### src/rtl/evs_pkg.sv
package evs_pkg;

    typedef enum logic [1:0] {
        STEP_OPCODE = 2'd0,
        STEP_IRQ    = 2'd1,
        STEP_NMI    = 2'd2,
        STEP_OTHER  = 2'd3
    } step_kind_e;

    typedef enum logic [7:0] {
        SEL_CYCLES = 8'h00,
        SEL_INSTR  = 8'h01,
        SEL_IRQ    = 8'h02,
        SEL_NMI    = 8'h03,
        SEL_TNS    = 8'h80,
        SEL_TSPLIT = 8'h81
    } sel_code_e;

    // Byte offsets decoded by the bus front end
    localparam int unsigned OFS_CAPTURE = 0;
    localparam int unsigned OFS_SELECT  = 1;
    localparam int unsigned OFS_WINDOW  = 2;

    // Snapshot bank slots
    localparam int unsigned SLOT_CYC    = 0;
    localparam int unsigned SLOT_EV0    = 1;
    localparam int unsigned SLOT_TNS    = 4;
    localparam int unsigned SLOT_TSPLIT = 5;
    localparam int unsigned N_EVENTS    = 3;
    localparam int unsigned N_SLOTS     = 6;

endpackage

### src/rtl/evs_live_ctr.sv
module evs_live_ctr
    import evs_pkg::*;
#(
    parameter int unsigned CNT_W = 64,
    parameter int unsigned CYC_W = 4
) (
    input  logic                               clk,
    input  logic                               rst_n,
    input  logic                               step_valid,
    input  logic [1:0]                         step_kind,
    input  logic [CYC_W-1:0]                   step_cycles,
    output logic [CNT_W-1:0]                   live_cyc,
    output logic [N_EVENTS-1:0][CNT_W-1:0]     live_ev
);

    always_ff @(posedge clk) begin
        if (!rst_n) begin
            live_cyc <= '0;
        end else if (step_valid) begin
            live_cyc <= live_cyc + CNT_W'(step_cycles);
        end
    end

    // One event counter per step kind 0..N_EVENTS-1
    for (genvar g = 0; g < N_EVENTS; g++) begin : g_ev
        always_ff @(posedge clk) begin
            if (!rst_n) begin
                live_ev[g] <= '0;
            end else if (step_valid && (step_kind == 2'(g))) begin
                live_ev[g] <= live_ev[g] + CNT_W'(1);
            end
        end
    end

endmodule

### src/rtl/evs_snap_bank.sv
module evs_snap_bank
    import evs_pkg::*;
#(
    parameter int unsigned CNT_W = 64
) (
    input  logic                               clk,
    input  logic                               rst_n,
    input  logic                               capture,
    input  logic [CNT_W-1:0]                   live_cyc,
    input  logic [N_EVENTS-1:0][CNT_W-1:0]     live_ev,
    input  logic                               time_valid,
    input  logic [CNT_W-1:0]                   time_ns,
    input  logic [CNT_W-1:0]                   time_split,
    output logic [N_SLOTS-1:0][CNT_W-1:0]      snap
);

    logic [N_SLOTS-1:0][CNT_W-1:0] src;

    always_comb begin
        src[SLOT_CYC] = live_cyc;
        for (int i = 0; i < N_EVENTS; i++) begin
            src[SLOT_EV0 + i] = live_ev[i];
        end
        src[SLOT_TNS]    = time_valid ? time_ns    : '1;
        src[SLOT_TSPLIT] = time_valid ? time_split : '1;
    end

    for (genvar s = 0; s < N_SLOTS; s++) begin : g_slot
        always_ff @(posedge clk) begin
            if (!rst_n) begin
                snap[s] <= '0;
            end else if (capture) begin
                snap[s] <= src[s];
            end
        end
    end

endmodule

### src/rtl/evs_read_mux.sv
module evs_read_mux
    import evs_pkg::*;
#(
    parameter int unsigned CNT_W  = 64,
    parameter int unsigned ADDR_W = 4
) (
    input  logic                               bus_rd,
    input  logic [ADDR_W-1:0]                  bus_addr,
    input  logic [7:0]                         sel_q,
    input  logic [N_SLOTS-1:0][CNT_W-1:0]      snap,
    output logic [7:0]                         bus_rdata
);

    localparam int unsigned NBYTES = CNT_W / 8;
    localparam int unsigned IDX_W  = $clog2(NBYTES);

    logic [CNT_W-1:0]  word;
    logic [ADDR_W-1:0] rel;
    logic [IDX_W-1:0]  idx;
    logic              in_win;
    logic [CNT_W-1:0]  shifted;

    always_comb begin
        unique case (sel_q)
            SEL_CYCLES: word = snap[SLOT_CYC];
            SEL_INSTR:  word = snap[SLOT_EV0];
            SEL_IRQ:    word = snap[SLOT_EV0 + 1];
            SEL_NMI:    word = snap[SLOT_EV0 + 2];
            SEL_TNS:    word = snap[SLOT_TNS];
            SEL_TSPLIT: word = snap[SLOT_TSPLIT];
            default:    word = '0;
        endcase
    end

    always_comb begin
        rel     = bus_addr - ADDR_W'(OFS_WINDOW);
        idx     = rel[IDX_W-1:0];
        in_win  = (bus_addr >= ADDR_W'(OFS_WINDOW)) &&
                  (bus_addr <  ADDR_W'(OFS_WINDOW + NBYTES));
        shifted = word >> {idx, 3'b000};
    end

    always_comb begin
        bus_rdata = '0;
        if (bus_rd) begin
            if (bus_addr == ADDR_W'(OFS_SELECT)) begin
                bus_rdata = sel_q;
            end else if (in_win) begin
                bus_rdata = shifted[7:0];
            end
        end
    end

endmodule

### src/rtl/cpu_evt_snapshot.sv
module cpu_evt_snapshot
    import evs_pkg::*;
#(
    parameter int unsigned CNT_W  = 64,
    parameter int unsigned CYC_W  = 4,
    parameter int unsigned ADDR_W = 4
) (
    input  logic              clk,
    input  logic              rst_n,
    input  logic [ADDR_W-1:0] bus_addr,
    input  logic [7:0]        bus_wdata,
    input  logic              bus_wr,
    input  logic              bus_rd,
    output logic [7:0]        bus_rdata,
    input  logic              step_valid,
    input  logic [1:0]        step_kind,
    input  logic [CYC_W-1:0]  step_cycles,
    input  logic              time_valid,
    input  logic [CNT_W-1:0]  time_ns,
    input  logic [CNT_W-1:0]  time_split
);

    logic                           capture;
    logic                           sel_wr;
    logic [7:0]                     sel_q;
    logic [CNT_W-1:0]               live_cyc;
    logic [N_EVENTS-1:0][CNT_W-1:0] live_ev;
    logic [N_SLOTS-1:0][CNT_W-1:0]  snap_all;

    assign capture = bus_wr && (bus_addr == ADDR_W'(OFS_CAPTURE));
    assign sel_wr  = bus_wr && (bus_addr == ADDR_W'(OFS_SELECT));

    always_ff @(posedge clk) begin
        if (!rst_n) begin
            sel_q <= '0;
        end else if (sel_wr) begin
            sel_q <= bus_wdata;
        end
    end

    evs_live_ctr #(.CNT_W(CNT_W), .CYC_W(CYC_W)) u_live (
        .clk         (clk),
        .rst_n       (rst_n),
        .step_valid  (step_valid),
        .step_kind   (step_kind),
        .step_cycles (step_cycles),
        .live_cyc    (live_cyc),
        .live_ev     (live_ev)
    );

    evs_snap_bank #(.CNT_W(CNT_W)) u_snap (
        .clk        (clk),
        .rst_n      (rst_n),
        .capture    (capture),
        .live_cyc   (live_cyc),
        .live_ev    (live_ev),
        .time_valid (time_valid),
        .time_ns    (time_ns),
        .time_split (time_split),
        .snap       (snap_all)
    );

    evs_read_mux #(.CNT_W(CNT_W), .ADDR_W(ADDR_W)) u_rd (
        .bus_rd    (bus_rd),
        .bus_addr  (bus_addr),
        .sel_q     (sel_q),
        .snap      (snap_all),
        .bus_rdata (bus_rdata)
    );

endmodule

### config.mk
export PLATFORM = sky130hd
export DESIGN_NAME = cpu_evt_snapshot
export DESIGN_NICKNAME = d
export VERILOG_FILES = /design/src/rtl/evs_pkg.sv /design/src/rtl/evs_live_ctr.sv /design/src/rtl/evs_snap_bank.sv /design/src/rtl/evs_read_mux.sv /design/src/rtl/cpu_evt_snapshot.sv
export SDC_FILE = /design/constraint.sdc
export NUM_CORES = 2
export LEC_CHECK = 0
export ABC_AREA = 1
export BUFFER_PORTS_ARGS = -buffer_cell sky130_fd_sc_hd__buf_2
export CAP_MARGIN = 20
export CORE_ASPECT_RATIO = 1.5
export CORE_MARGIN = 2
export CORE_UTILIZATION = 67
export DETAILED_ROUTE_END_ITERATION = 10
export PLACE_DENSITY = 0.93
export SLEW_MARGIN = 20
export SYNTH_ARGS = -nofsm -noshare
export SYNTH_HDL_FRONTEND = slang
export SYNTH_SLANG_ARGS = --single-unit
export TNS_END_PERCENT = 20
### constraint.sdc
create_clock -name clk -period 4 [get_ports clk]
set_input_delay 1 -clock clk [delete_from_list [all_inputs] [get_ports clk]]
set_output_delay 1 -clock clk [all_outputs]
set_load 0.03 [all_outputs]
==> results by group <==
Critical path
  – Critical-path cell list: nor2_1 -> nand2_2 -> nor2_4 -> buf_12 -> nand3_2 -> nand2_1 -> nor2_1 -> nand2_1 -> nand3_1 -> nand3_1 -> nand3_2 -> a21oi_2 -> buf_4
  – Critical R2R Capture: u_live.live_cyc[10]
  – Required @ worst endpoint: 3.00 ns
  – R2R Path Start: u_live.live_cyc[0]
  – CP max FO: 24
  – CP Launch Point: sel_q[7]
  – CP max stage cell: dfxtp_1
  – Critical Path AT: 3.17 ns
  – Crit path launch type: flip-flop
  – FF-to-FF path depth: 11
  – Crit path capture type: primary output
  – Flop2flop setup slack: 1.04 ns
  – CP max stage delay: between 0.3 and 0.4 ns
  – WS Path Type: reg -> out

Outcome
  – Status: complete, but fails checks
  – Failing checks: setup timing

Global routing
  – Initial antenna violation count: 12
  – Global-route wire length before repair: 187400 um
  – Tot GR Track Use: 0.4983
  – Largest net degree at the start of global routing: 198
  – GRT Residual Overflow: 0
  – Vias in the first global route: 31880

Floorplanning
  – Die area: 49510 um^2
  – Die X: approximately 180 um
  – Num rows: 98
  – Initial Util: 0.6736
  – I/O Pins: 160
  – Core Region: roughly 47000 um^2
  – Die H: 271.5 um

STA
  – Least-Margin Pin Slew: 0.8554 ns
  – Fin crit share: 1.041
  – Setup Viol. Count Final: 4
  – Fmax: around 0.24 GHz
  – Max_slew headroom: 0.4237
  – Setup TNS: -0.2562 ns
  – RSZ-0062 raised after global routing: true
  – Final-report max-slew violation count: 0
  – Final setup skew: between 0.015 and 0.02 ns
  – Final Hold Violating Endpoints: 0
  – Hold Slack: 0.4466 ns
  – Setup WS post-layout: -0.1657 ns
  – Period minus WS final: 4.166 ns

Yosys
  – Syn Nets: 4875
  – Top cells by area, synth: dfxtp_1 41%, nand2_1 8.1%, a21oi_1 7.8%, inv_1 7.4%, o21ai_0 7.3%
  – Flops & latches, synth: around 650
  – Post-synth top area share: 0.4058
  – Async SR Flop Fraction: 0
  – Most frequent cell after synthesis: nand2_1
  – Yosys warning total: 0
  – Synth Instances: 4714
  – Sequential share of the synthesized area: 0.4058
  – Yosys cell types: 46
  – Area leader, netlist: dfxtp_1
  – Post-synth EDFFs: 0
  – Main synth FF type: dfxtp_1
  – Syn Std Cell Area: roughly 32000 um^2
  – Commonest cells post-synth: 693 x nand2_1, 648 x dfxtp_1, 627 x inv_1
  – Mean Syn Cell Area: 6.781 um^2

Clock network
  – Clk Latency, worst-skew pair: 0.65 ns
  – CTS clk-pin slew, worst paths: approximately 0.070 ns
  – Num CTS Buffers: 58
  – CTS tree: done
  – Clk sinks: 648
  – Hold-fix buffers, CTS: 0
  – Max H-tree Level: 2
  – Clock root buffer: clkbuf_16
  – Clock Tree Buf Depth: 3

Drt
  – TritonRoute pass-1 iters: 8
  – Vias: 34440
  – DRC viols: 0
  – Routed WL: roughly 130000 um
  – First-iteration detailed-routing DRC count: 4406
  – Routed Antenna Nets: 0
  – Drt wl/cell: 23.56 um
  – Vias/cell: 6.344

Power and ir drop
  – Clock share of power: 0.454
  – Logic pwr share: 0.069
  – Sequential power share: 0.477
  – Switching Fraction: 0.2400
  – Sw Pwr: 0.003328 W
  – Pwr per Cell Area: 385.9 nW/um^2
  – Leakage power: 13.14 nW
  – Pint: roughly 0.011 W
  – Peak supply drop: 0.3876 mV

Cells and area
  – Finished layout cell area: ~36000 um^2
  – Layout area overhead: 12.42%
  – Post-Route Utilization: 0.7573
  – Nets: 4937
  – Share of cells above drive strength 1: 0.09581
  – FILL cells: 3632

Place
  – Place WS: 0.3691 ns
  – IO buf count: 159
  – Placer congestion estimate: 1.118
  – Hpwl dp: 92880 um
  – DP Area: 33310 um^2

Worst hold path
  – Hold Crit Class: reg -> reg
  – Hold path depth: 2
  – Hold Path Origin: u_snap.snap[57]
  – WHS Endpoint: u_snap.snap[57]

Run
  – MaxCap Viol Count: 0
-- routing by layer --
layer / global-route usage / part of all wire / routed length [um]
met5: 0 / 0.00072 / 92
met4: 0.4416 / 0.11 / 14180
met3: 0.1108 / 0.11 / 13620
met2: 0.7888 / 0.44 / 56800
met1: 0.5646 / 0.34 / 43230
-- layout by cell type, fill, tap and decap left out, drive strengths merged --
master | Yosys | layout
nand2 | 699 | 699
dfxtp | 648 | 648
inv | 636 | 637
nor2 | 590 | 590
a21oi | 498 | 498
o21ai | 466 | 466
nand3 | 360 | 360
buf | 86 | 235
nor3 | 185 | 185
nand4 | 96 | 96
clkbuf | 155 | 87
o21bai | 79 | 79
a211oi | 62 | 62
xor2 | 52 | 52
o21a | 19 | 19
xnor2 | 15 | 15
nor4 | 14 | 14
clkinv | 4 | 13
bufinv | 0 | 11
a31oi | 9 | 9
ha | 8 | 8
diode | 0 | 7
nand3b | 7 | 7
nor3b | 7 | 7
and3 | 6 | 6
or2 | 6 | 6
clkinvlp | 0 | 5
a221oi | 3 | 3
or3 | 2 | 2
a21o | 1 | 1
fa | 1 | 1
bufbuf | 0 | 1
-- worst max path at each step --
stage / endpoint / slack [ns] / depth (start not counted)
6_report: bus_rdata[4] / -0.17 / 13
5_1_grt: bus_rdata[4] / -0.16 / 13
4_1_cts: bus_rdata[3] / 0.002 / 15
3_5_place_dp: bus_rdata[1] / 0.37 / 14
3_3_place_gp: bus_rdata[5] / 0.35 / 11
2_1_floorplan: bus_rdata[0] / 0.50 / 7
-- state kept, by name (all words and copies together) (netlist names) --
signal,count
sel_q,8
u_live.live_cyc,64
u_live.live_ev,192
u_snap.snap,384
-- critical path: cells and delay by family (launching register included) --
kind            cells  cell delay [ns]
buf+inv             2             0.39
simple gates       10             1.64
compound gates      1             0.15
flops               1             0.33
-- cells by family (layout without fill, tap and decap cells) --
family,Yosys count,count (layout),synth area share
compound gates,1137,1137,0.1916
xor+xnor,67,67,0.01836
fa+ha+maj,9,9,0.003758
buf+inv,881,989,0.1060
flops,648,648,0.4058
other cells,0,7,0
simple gates,1972,1972,0.2744
-- per-stage QoR --
step | total power [W] | cells
final | 0.01387 | 5429
after global routing | 0.01413 | 5425
after CTS | 0.01374 | 5416
after detailed placement | 0.007603 | 5306
after global placement | 0.007585 | 5306
after floorplan | 0.007234 | 4714
-- what timing repair did --
item                                    4_1_cts  5_1_grt
buffers inserted                              2        2
endpoints found under the hold margin         0        0
endpoints found under the setup margin        8        8
cloned                                        2        4
resized for setup                            23       75
pin swaps                                     2        5
-- power by group through the flow --
| stage | combinational, W | clock [W] | sequential (W) |
|---|---|---|---|
| floorplan | 0.000518 | 0 | 0.00672 |
| global placement | 0.000839 | 0 | 0.00675 |
| detailed placement | 0.000854 | 0 | 0.00675 |
| CTS | 0.000875 | 0.00626 | 0.00660 |
| global route | 0.00102 | 0.00650 | 0.00661 |
| finish | 0.000963 | 0.00629 | 0.00661 |
-- final cells by class --
type                       instances  area, um^2  share of cell area
tap                              600       750.7             0.02089
multi-input combinational       3185       15820              0.4402
antenna                            7       17.52           0.0004875
clock inverter                    26       436.7             0.01215
clock buffer                      80        1708             0.04753
sequential                       648       12970              0.3610
inverter                         640        2414             0.06717
timing repair buffer             243        1817             0.05056
No activity file was read; power rests on OpenSTA's default activity.
